<file path="src/rtl/regpwm.sv">
module regpwm #(
  parameter int W  = 32,
  parameter int AW = 4
) (
  input  logic          clk,
  input  logic          rst_n,
  input  logic [AW-1:0] addr,
  input  logic          wr_en,
  input  logic [W-1:0]  wr_data,
  output logic [W-1:0]  rd_data,
  output logic          pwm_o,
  output logic          pwm_oe_o,
  output logic          irq_o
);
  localparam logic [AW-1:0] A_DUTY = AW'(4);
  localparam logic [AW-1:0] A_PER  = AW'(8);
  localparam logic [AW-1:0] A_CTL  = AW'(12);
  localparam int B_RUN = 0;
  localparam int B_HIZ = 3;
  localparam int B_ONE = 4;
  localparam int B_IEN = 5;
  localparam int B_FLG = 6;
  localparam int B_CLR = 7;
  localparam int B_INV = 9;

  logic [W-1:0] duty_q, per_q, cnt_q;
  logic run_q, hiz_q, one_q, ien_q, flag_q, inv_q;

  wire wr_duty  = wr_en && (addr == A_DUTY);
  wire wr_per   = wr_en && (addr == A_PER);
  wire wr_ctl   = wr_en && (addr == A_CTL);
  wire restart  = wr_duty || wr_per || (wr_ctl && wr_data[B_CLR]);
  wire counting = run_q && (per_q != '0) && !restart;
  wire wrap     = counting && (cnt_q == per_q - W'(1));
  wire quiet    = (duty_q == '0) && (per_q == '0);
  wire active   = cnt_q < duty_q;

  always_ff @(posedge clk) begin
    if (!rst_n) begin
      cnt_q <= '0;
    end else if (restart || wrap) begin
      cnt_q <= '0;
    end else if (counting) begin
      cnt_q <= cnt_q + W'(1);
    end
  end

  always_ff @(posedge clk) begin
    if (!rst_n) begin
      duty_q <= '0;
      per_q  <= '0;
    end else begin
      if (wr_duty) duty_q <= wr_data;
      if (wr_per)  per_q  <= wr_data;
    end
  end

  always_ff @(posedge clk) begin
    if (!rst_n) begin
      run_q <= 1'b0;
      hiz_q <= 1'b0;
      one_q <= 1'b0;
      ien_q <= 1'b0;
      inv_q <= 1'b0;
    end else if (wr_ctl) begin
      run_q <= wr_data[B_RUN];
      hiz_q <= wr_data[B_HIZ];
      one_q <= wr_data[B_ONE];
      ien_q <= wr_data[B_IEN];
      inv_q <= wr_data[B_INV];
    end else if (wrap && one_q) begin
      run_q <= 1'b0;
    end
  end

  always_ff @(posedge clk) begin
    if (!rst_n)                         flag_q <= 1'b0;
    else if (wrap)                      flag_q <= 1'b1;
    else if (wr_ctl && wr_data[B_FLG])  flag_q <= 1'b0;
  end

  assign pwm_o    = run_q && !quiet && (active ^ inv_q);
  assign pwm_oe_o = !hiz_q;
  assign irq_o    = flag_q && ien_q;

  always_comb begin
    rd_data = '0;
    case (addr)
      A_DUTY: rd_data = duty_q;
      A_PER:  rd_data = per_q;
      A_CTL: begin
        rd_data[B_RUN] = run_q;
        rd_data[B_HIZ] = hiz_q;
        rd_data[B_ONE] = one_q;
        rd_data[B_IEN] = ien_q;
        rd_data[B_FLG] = flag_q;
        rd_data[B_INV] = inv_q;
      end
      default: rd_data = '0;
    endcase
  end


  stop_low_chk: assert property (@(posedge clk) disable iff (!rst_n)
    (wr_ctl && !wr_data[B_RUN]) |=> !pwm_o);


  cnt_bound_chk: assert property (@(posedge clk) disable iff (!rst_n)
    (per_q != '0) |-> (cnt_q < per_q));


  wrap_flag_chk: assert property (@(posedge clk) disable iff (!rst_n)
    wrap |=> flag_q);


  oneshot_stop_chk: assert property (@(posedge clk) disable iff (!rst_n)
    (wrap && one_q && !wr_ctl) |=> (!run_q && !pwm_o));


  restart_cnt_chk: assert property (@(posedge clk) disable iff (!rst_n)
    (wr_duty || wr_per) |=> (cnt_q == '0));


  clr_cnt_chk: assert property (@(posedge clk) disable iff (!rst_n)
    (wr_ctl && wr_data[B_CLR]) |=> (cnt_q == '0));
endmodule

</file>
<file path="config.mk">
export PLATFORM = sky130hd
export DESIGN_NAME = regpwm
export DESIGN_NICKNAME = d
export VERILOG_FILES = /design/src/rtl/regpwm.sv
export SDC_FILE = /design/constraint.sdc
export NUM_CORES = 1
export LEC_CHECK = 0
export CORE_MARGIN = 8
export CORE_UTILIZATION = 60
export DETAILED_ROUTE_END_ITERATION = 10
export DONT_BUFFER_PORTS = 1
export PLACE_DENSITY = 0.75
export REMOVE_ABC_BUFFERS = 1
export SLEW_MARGIN = 25
export SYNTH_ARGS = -nofsm -noshare
export SYNTH_HDL_FRONTEND = slang
export SYNTH_SLANG_ARGS = --single-unit
</file>
<file path="constraint.sdc">
create_clock -name clk -period 5.4 [get_ports clk]
set_input_delay 1.08 -clock clk [delete_from_list [all_inputs] [get_ports clk]]
set_output_delay 1.08 -clock clk [all_outputs]
set_load 0.02 [all_outputs]
</file>
### Yosys cells after proc, flatten, opt, wreduce, memory -nomap -nowiden

Cells that the tools add are included.

* input port bits: 39
* logic and storage cells: 53
* bits in registers: 102

* magnitude comparators: 1
* eq/ne operators: 4
* add/sub/neg operators: 2
* multiplexer cells: 10
* bitwise logic cells: 2
* reductions and logical operators: 25

Operators with widths (count)
* $logic_not 32->1: 2
* $pmux 22 s2: 1
* $add 32x1->32 const B: 1
* $eq 32x32->1: 1
* $lt 32x32->1: 1
* $reduce_bool 32->1: 1
* $sub 32x1->32 const B: 1
* $logic_and 1x1->1: 13
* $pmux 4 s3: 1
* $eq 4x4->1 const B: 2
* $pmux 2 s2: 2
* $pmux 1 s3: 2
* $eq 4x3->1 const B: 1
* $mux 1: 4
* $reduce_bool 2->1: 2
* $logic_not 1->1: 3
* $logic_or 1x1->1: 3
* $reduce_or 2->1: 1
* $not 1->1: 1
* $xor 1x1->1: 1

### Longest topological paths before layout

Gate-level depths: netlist of the first run.

* depth in word-level cells: 10
* depth in mapped cells: 13
* mapped depth without buffers: 9

### Least setup slack after synthesis of the first run

Ideal clock, no wire load.

* kind: reg-to-output
* start point: register duty_q[5]
* end point: output port pwm_o
* stages on the path, launching flop included: 10
* slack: 1928 ps
* arrival time: 2392 ps
* data required time: 4320 ps
* path through: dfxtp_1 inv_1 ha_1 a21oi_1 o21ai_0 nor3_1 o21ai_0 a2111o_1 a2111oi_0 mux2i_1

* cells in the longest elaborated chain, start to end: 5

Ends and longest elaborated chain
* start, declared: RTL line 26 `logic [W-1:0] duty_q, per_q, cnt_q;`
* start signal, assigned: RTL line 53 `if (wr_duty) duty_q <= wr_data;`
* parallel branches: the longest is 4 deep, another holds $lt 32x32->1
* $logic_and 1x1->1 *: RTL line 82 `assign pwm_o = run_q && !quiet && (active ^ inv_q);`
* end, declared: RTL line 11 `output logic pwm_o,`

Mark *: on every way between the ends.

### Worst setup path in the final report of the first run

* start point: register cnt_q[5]
* end point: output port pwm_o

* cells in the longest elaborated chain, start to end: 3

Ends and longest elaborated chain
* start, declared: RTL line 26
* start signal, assigned: RTL line 44 `cnt_q <= cnt_q + W'(1);`
* $lt 32x32->1: RTL line 36 `wire active = cnt_q < duty_q;`
* $xor 1x1->1: RTL line 82
* $logic_and 1x1->1: RTL line 82

No other way between the ends.

==> results.yml, run 1 <==
outcome:
  status: "complete, no violations"
sta:
  finalSetupViolCount: 0
  final-hold-violation-count: 0
  timing.final.ws_setup_ps: 963.5
  slew_viol_final: 0
  tightestPinTransition_ps: 985.5
  fmax_ghz: 0.2254
  finalClockSkew_ps: 12.35
  timing.final.crit_share_pct: 82.16
  rsz0062_at_grt: "no"
  min_period_ps: 4437
  hold_slack_ps: 492.8
  relSlewSlack_pct: 33.69
worst_setup_path:
  worstPathCellList: "ha_1 -> a21oi_1 -> o21ai_0 -> nor3_1 -> o21ai_0 -> a2111o_1 -> a2111oi_0 -> mux2i_1"
  r2r-end: "run_q"
  r2r-start: "per_q[5]"
  crit_path_end_kind: "primary output"
  worst_path_max_delay_cell: "a2111oi_0"
  cp_common_cell: "o21ai_0"
  reg2reg_depth: 8
  reg2reg_slack_ps: 1480
  critPathLaunch: "cnt_q[5]"
  max_stage_delay_ps: 610
  critPathMaxFanout: 8
  cp-start-kind: "flip-flop"
  cp.arrival_ps: 3360
  crit_family: "compound AO/OA/AOI/OAI gates"
  critPathKind: "reg -> out"
  crit_buf_inv: 0
  critPathRequiredTime_ps: 4320
floorplanning:
  die_area_um2: 14840
  start_util_pct: 61.71
  core_um2: 10890
  ioPinCount: 74
  rows: 38
  die_x_um: 121.8
  die_h_um: 121.8
placed_design:
  hpwl_um: 13830
  port_buffers: 0
  place.gp.congestion: 0.9573
  place_ws_ps: 1422
  placed_area_um2: 6713
clocking:
  clockBufferDepth: 2
  cts_resized: 0
  clock-sinks: 102
  root_buffer: "clkbuf_8"
  insertion_delay_ps: 400
  clkTransAtPathRegs_ps: 110
  cts_tree: "built"
  htree_levels: 3
  cts_hold_buf: 0
  post_cts_buffers: 0
  cts_buffers: 9
cells_and_area:
  num-fill-cells: 956
  design_area_um2: 6903
  multiInputGateArea_um2: 4267
  drive_above_1_share_pct: 8.653
  syn_to_final_growth_pct: 2.737
  insertedDiodeCount: 0
  fin_nets: 876
  regArea_um2: 2042
power_and_ir_drop:
  p_int_uw: 995.4
  power_leakage_uw: 0.002443
  clockPowerShare_pct: 34.7
  seqPwrFrac_pct: 55.2
  p_per_area_nw_per_um2: 203.0
  p_switching_uw: 405.7
  combPwrFrac_pct: 10.0
  p_sw_share_pct: 28.96
  ir_drop_uv: 257.1
worst_hold_path:
  holdPathStages: 2
  hp-class: "reg -> reg"
  min_to: "hiz_q"
  hp-start: "hiz_q"
synthesis:
  synth_area_per_cell_um2: 7.961
  synthesis.area_um2: 6719
  synth_cell_types: 63
  synth_top_area_cell: "dfxtp_1"
  synth_top_area_share_pct: 30.39
  yosysMostFrequentCell: "nand2_1"
  synth-async-reset-ratio_pct: 0
  synth_area_leaders: "dfxtp_1 (30%), nand2_1 (9.0%), a21boi_0 (7.7%), ha_1 (6.1%), xnor2_1 (5.1%)"
  synth_flop_cell: "dfxtp_1"
  ys_ff_latch: 102
  yosysWarnings: 0
  yosysSeqAreaShare_pct: 30.39
  synth_edf_count: 0
  syn_inst: 844
  yosys-top-cells-count: "nand2_1 (161), dfxtp_1 (102), a21boi_0 (69), clkbuf_1 (50), inv_1 (47)"
drt:
  vias: 6105
  drc_errors: 0
  ant_nets: 0
  post_drt_wl_per_cell_um: 19.92
  drt_first_pass_iters: 5
  vias_per_cell: 6.433
  drtIter0Drc: 720
  wl_um: 18910
grt:
  grt_pass1_wl_um: 29790
  grt_antenna_before_repair: 0
  globalRouteOverflowTotal: 0
  grt_pass1_vias: 5581
  grt_start_max_net_pins: 74
  grt_usage_pct: 25.51
run:
  cap_violations: 0
==> logic make-up (layout without fill, tap and decap cells) <==
family                     count (synthesis)  count (layout)  share of synthesized area (%)
and+or+nand+nor                          371             371                          29.48
AOI/OAI and AO/OA                        161             161                          18.19
buffers and inverters                    105              70                          6.275
DFF                                      102             102                          30.39
xor gates and xnor gates                  67              67                          8.734
adders and majority gates                 33              33                          6.145
muxes                                      5               5                         0.7821
==> layer usage <==
metal	global-route usage (%)	vias up	wire length [um]
met5	0	-	0
met4	9.561	0	494
met3	7.265	43	1881
met2	37.79	261	8289
met1	34.42	2908	8240
li1	-	2893	-
==> worst max path at each step <==
stage / slack (ps) / depth (start not counted) / to
CTS: 960 / 8 / pwm_o
detailed placement: 1420 / 8 / pwm_o
global placement: 1530 / 8 / pwm_o
global route: 840 / 8 / pwm_o
floorplan: -230 / 3 / rd_data[0]
finish: 960 / 8 / pwm_o
==> area by class of cell <==
| cell class | instances | area share, % |
|---|---|---|
| clock inverter | 7 | 0.9607 |
| tap | 140 | 2.538 |
| timing repair buffer | 7 | 0.7613 |
| multi-input combinational | 637 | 61.81 |
| clock buffer | 9 | 1.794 |
| sequential | 102 | 29.58 |
| inverter | 47 | 2.556 |
==> power by group through the flow <==
stage          Clock [uW]  Sequential [uW]  Combinational (uW)
2_1_floorplan           0              786                 106
3_3_place_gp            0              790                 134
3_5_place_dp            0              791                 139
4_1_cts               493              773                 139
5_1_grt               522              776                 151
6_report              487              774                 141
==> sequential cells by signal, indices dropped and copies added, names as in the netlist <==
signal	flops
inv_q	1
per_q	32
one_q	1
ien_q	1
run_q	1
cnt_q	32
duty_q	32
hiz_q	1
flag_q	1
==> worst reg2reg max path, cell delays in order (launching register included) <==
cell      delay (ps)
dfxtp_1          400
or4_1            670
or4_1            710
or4_4            530
a211oi_2         260
nand4_1          210
nor4_4           280
buf_4            510
o221ai_1         220
==> stage by stage <==
| stage | utilization (%) | TNS (ps) | power (uW) | cells |
|---|---|---|---|---|
| floorplan | - | -5416 | 891.5 | 786 |
| detailed placement | 61.65 | 0 | 929.6 | 933 |
| finish | 63.40 | 0 | 1401 | 949 |
| CTS | 63.40 | 0 | 1406 | 949 |
| global route | 63.40 | 0 | 1449 | 949 |
| global placement | 61.63 | 0 | 923.9 | 933 |
==> cell usage in the layout, fill, tap and decap left out, types with 22 or more instances in the layout <==
cell type	count
xor2_1	28
xnor2_1	39
a21boi_0	69
ha_1	33
nor3_2	30
nand4_1	28
inv_1	47
nand2_1	160
a22o_1	26
dfxtp_1	102
nor3_1	22
nor2_1	28
No activity file was read; power rests on OpenSTA's default activity.
==> run 2: changes to the inputs <==
CORE_UTILIZATION = 58   (was 60)
clock period = 3.8 ns   (was 5.4 ns; I/O delays follow)
==> run 2 against run 1 <==
Effect of this change: utilization shrank 0.14 points; non-clock buffer count increased by 18; sequential share of layout area is 1.2 points lower; total power increased by 60%; sequential power is 42% higher; wire length grew 2.8%; count of clock-buffer cells in the layout unchanged.
==> results.yml, run 2 (synthesized netlist as in run 1, its figures left out) <==
outcome:
  status: "complete, no violations"
floorplanning:
  rows: 39
  core_um2: 11370
  die_x_um: 123.6
  die_area_um2: 15280
  ioPinCount: 74
  die_h_um: 123.6
  start_util_pct: 59.10
clocking:
  clockBufferDepth: 2
  cts_hold_buf: 0
  cts_tree: "built"
  root_buffer: "clkbuf_16"
  insertion_delay_ps: 350
  post_cts_buffers: 0
  cts_buffers: 9
  htree_levels: 3
  clkTransAtPathRegs_ps: 70
  cts_resized: 0
  clock-sinks: 102
cells_and_area:
  mostFrequentLayoutCells: "nand2_1 (160), dfxtp_1 (102), a21boi_0 (69)"
  top_regs: "cnt_q x32, duty_q x32, per_q x32"
  layout.cells.non_filler: 970
  fin_nets: 894
  design_area_um2: 7192
  syn_to_final_growth_pct: 7.039
  insertedDiodeCount: 0
  multiInputGateArea_um2: 4285
  num-fill-cells: 968
  regArea_um2: 2042
  drive_above_1_share_pct: 10.76
  final_common_cell: "nand2_1"
drt:
  post_drt_wl_per_cell_um: 20.04
  vias_per_cell: 6.445
  drt_first_pass_iters: 9
  vias: 6252
  ant_nets: 0
  wl_um: 19440
  drc_errors: 0
  drtIter0Drc: 725
grt:
  grt_pass1_wl_um: 30950
  grt_usage_pct: 25.88
  globalRouteOverflowTotal: 0
  grt_antenna_before_repair: 0
  grt_pass1_vias: 5902
  grt_start_max_net_pins: 74
worst_setup_path:
  critPathRequiredTime_ps: 4020
  critPathMaxFanout: 34
  reg2reg_slack_ps: 150
  reg2reg_depth: 10
  crit_buf_inv: 2
  r2r-start: "per_q[0]"
  worst_path_max_delay_cell: "or4b_1"
  cp.arrival_ps: 3870
  crit_path_end_kind: "flip-flop"
  cp.depth: 10
  cp-endpoint: "run_q"
  cp-start-kind: "flip-flop"
  crit_family: "simple AND/OR/NAND/NOR gates"
  max_stage_delay_ps: 640
  r2r-end: "run_q"
  critPathLaunch: "per_q[0]"
  worstPathCellList: "inv_1 -> ha_1 -> or4b_1 -> nor2_1 -> a21oi_1 -> or4b_2 -> a2111o_1 -> nor4_4 -> buf_12 -> o221ai_1"
  critPathKind: "reg -> reg"
sta:
  tns_ps: 0
  min_period_ps: 3652
  tightestPinTransition_ps: 816.2
  finalClockSkew_ps: 3.309
  fmax_ghz: 0.2738
  timing.final.crit_share_pct: 96.11
  finalSetupViolCount: 0
  slew_viol_final: 0
  relSlewSlack_pct: 45.09
  hold_slack_ps: 505.4
  final-hold-violation-count: 0
placed_design:
  hpwl_um: 14680
  placed_area_um2: 6877
  dp.cells: 954
  place.gp.congestion: 0.9338
  port_buffers: 0
power_and_ir_drop:
  ir_drop_uv: 312.0
  p_total_uw: 2241
  power_leakage_uw: 0.002604
  p_per_area_nw_per_um2: 311.5
run:
  cap_violations: 0
worst_hold_path:
  hp-start: "ien_q"
  hp-class: "reg -> reg"
[run 2: area by class of cell]
type	instances	share of cell area, %
Multi-Input combinational cell	637	59.59
Sequential cell	102	28.39
Clock buffer	9	3.132
Timing Repair Buffer	25	2.958
Tap cell	143	2.488
Inverter	47	2.453
Clock inverter	7	0.9916
[run 2: how the worst min path moves through the flow]
stage	to	slack, ps	cells after the start
detailed placement	ien_q	500	2
global placement	hiz_q	470	2
global route	duty_q[30]	530	2
CTS	ien_q	500	2
floorplan	one_q	450	2
finish	ien_q	510	2
[run 2: metrics by stage]
| step | util (%) | setup slack [ps] |
|---|---|---|
| 3_3_place_gp | 60.46 | 336.0 |
| 5_1_grt | 63.26 | -33.85 |
| 6_report | 63.26 | 148.0 |
| 2_1_floorplan | - | -1442 |
| 3_5_place_dp | 60.48 | 171.5 |
| 4_1_cts | 63.09 | 99.96 |
[run 2: power by group]
| group | switching [uW] | leakage, uW | internal, uW | total [uW] |
|---|---|---|---|---|
| logic | 123 | 0.00163 | 92.2 | 216 |
| registers | 19.3 | 0.000823 | 1080 | 1100 |
| clock network | 413 | 0.000150 | 513 | 925 |
[run 2: per-layer routing]
metal  share of wire (%)  GRT usage, %
met5                   0             0
met4                 2.1         10.46
met3                 9.8         6.709
met2                  45         38.66
met1                  43         34.86
[run 2: worst min-delay path: cells and delay by family, from the launching register on]
kind            cells  cell delay (ps)
simple gates        1               60
compound gates      1               70
flops               1              340
==> run 3: changes to the inputs <==
CORE_MARGIN = 2   (was 8)
==> run 3 against run 2 <==
Effect of this change: register-to-register slack improved by 90 ps; clock skew increased by 5.3 ps; fmax increased by 1.5%; non-clock buffer count unchanged; worst hold slack got worse by 12 ps; utilization decreased by 0.35 points.
==> results.yml, run 3 (synthesized netlist as in run 1, its figures left out) <==
outcome:
  status: "complete, no violations"
cells_and_area:
  final_common_cell: "nand2_1"
  drive_above_1_share_pct: 10.76
  top_regs: "cnt_q x32, duty_q x32, per_q x32"
  design_area_um2: 7152
  mostFrequentLayoutCells: "nand2_1 (161), dfxtp_1 (102), a21boi_0 (69)"
  fin_nets: 894
  insertedDiodeCount: 0
  finalCoreUtilization_pct: 62.90
  layout.cells.non_filler: 970
  syn_to_final_growth_pct: 6.443
drt:
  drt_first_pass_iters: 7
  ant_nets: 0
  wl_um: 18520
  post_drt_wl_per_cell_um: 19.09
  drtIter0Drc: 566
  drc_errors: 0
  vias_per_cell: 6.333
  vias: 6143
placed_design:
  dp.cells: 954
  place.gp.congestion: 0.9804
  hpwl_um: 13930
  port_buffers: 0
  placed_area_um2: 6862
sta:
  final-hold-violation-count: 0
  slew_viol_final: 0
  timing.final.crit_share_pct: 94.68
  fmax_ghz: 0.2779
  tightestPinTransition_ps: 769.2
  rsz0062_at_grt: "no"
  finalClockSkew_ps: 8.573
  finalSetupViolCount: 0
  relSlewSlack_pct: 48.25
  min_period_ps: 3598
worst_setup_path:
  max_stage_delay_ps: 430
  cp_common_cell: "o21ai_0"
  worstPathCellList: "inv_1 -> ha_1 -> a21oi_1 -> o21ai_0 -> nor3_1 -> o21ai_0 -> a2111o_1 -> a2111oi_2 -> mux2i_1 -> buf_4"
  critPathMaxFanout: 4
  critPathRequiredTime_ps: 3040
  cp-start-kind: "flip-flop"
  critPathKind: "reg -> out"
  crit_path_end_kind: "primary output"
  cp.arrival_ps: 2840
  worst_path_max_delay_cell: "a2111o_1"
clocking:
  clockBufferDepth: 2
  htree_levels: 3
  cts_buffers: 9
  insertion_delay_ps: 350
  clkTransAtPathRegs_ps: 70
  clock-sinks: 102
  cts_tree: "built"
  cts_hold_buf: 0
  root_buffer: "clkbuf_16"
floorplanning:
  rows: 39
  die_h_um: 111.6
  ioPinCount: 74
  die_x_um: 111.6
  core_um2: 11370
  die_area_um2: 12460
  start_util_pct: 59.10
grt:
  grt_start_max_net_pins: 74
  grt_pass1_vias: 5763
  grt_usage_pct: 29.54
  grt_pass1_wl_um: 29540
  grt_antenna_before_repair: 0
  globalRouteOverflowTotal: 0
power_and_ir_drop:
  clockPowerShare_pct: 40.1
  p_per_area_nw_per_um2: 305.8
  combPwrFrac_pct: 9.6
  seqPwrFrac_pct: 50.3
  p_switching_uw: 567.8
  power_leakage_uw: 0.002586
  ir_drop_uv: 335.7
  p_sw_share_pct: 25.97
  p_int_uw: 1619
run:
  cap_violations: 0
worst_hold_path:
  hp-class: "reg -> reg"
## run 3: cell types whose count changed in the layout (fill, tap and decap cells not counted)
cell and delta:
clkinv_2 -2, buf_4 +1, buf_12 -1, a2111oi_2 +1, a2111oi_4 -1, nand2_1 +1, bufinv_16 -1, nor2_1 -1
clkinv_4 +2, nand2_2 -1, clkinvlp_4 +1, nor2_2 +1
## run 3: worst max-delay path, delay by kind of cell, from the launching register on
| family | cells | cell delay (ps) |
|---|---|---|
| buffers and inverters | 2 | 220 |
| and+or+nand+nor | 1 | 170 |
| muxes | 1 | 240 |
| AOI/OAI and AO/OA | 5 | 1140 |
| adders and majority gates | 1 | 330 |
| DFF | 1 | 370 |
## run 3: timing repair
action,CTS,global route
endpoints found under the hold margin,0,0
resized for setup,0,3
buffers inserted,0,0
endpoints found under the setup margin,0,2
## run 3: power groups by stage
stage / clock (uW) / sequential [uW] / combinational (uW)
2_1_floorplan: 0 / 1120 / 150
3_5_place_dp: 0 / 1120 / 202
3_3_place_gp: 0 / 1120 / 197
4_1_cts: 888 / 1100 / 203
6_report: 878 / 1100 / 210
5_1_grt: 931 / 1100 / 225
## run 3: layout make-up
cell class	count	area, um^2
inverters	47	176.4
multi-input cells	637	4273
repair buffers	25	200.2
well taps	143	178.9
clock inverters	7	56.30
clock buffers	9	225.2
flip-flops and latches	102	2042
fillers	971	4218
## run 3: final timing paths
kind	from	to	slack, ps	cells past startpoint
setup / recovery	duty_q[5]	pwm_o	200	10
hold / removal	hiz_q	hiz_q	490	2
setup reg to reg	per_q[0]	run_q	240	8
hold reg to reg	hiz_q	hiz_q	490	2
## run 3: layer usage
metal	share of wire [%]	wire length [um]	vias up	global-route usage (%)
met4	2.5	471	0	11.52
met5	0	0	-	0
met3	10	1899	33	6.260
li1	-	-	2913	-
met1	44	8114	2891	42.85
met2	43	8032	306	42.91
## run 3: through the flow
step	hold slack [ps]	setup WS [ps]	power (uW)	setup TNS, ps
2_1_floorplan	450.8	-1442	1267	-92410
3_3_place_gp	466.0	311.6	1320	0
3_5_place_dp	487.6	193.2	1326	0
5_1_grt	528.9	29.67	2257	0
4_1_cts	497.5	13.34	2190	0
6_report	493.7	202.2	2187	0
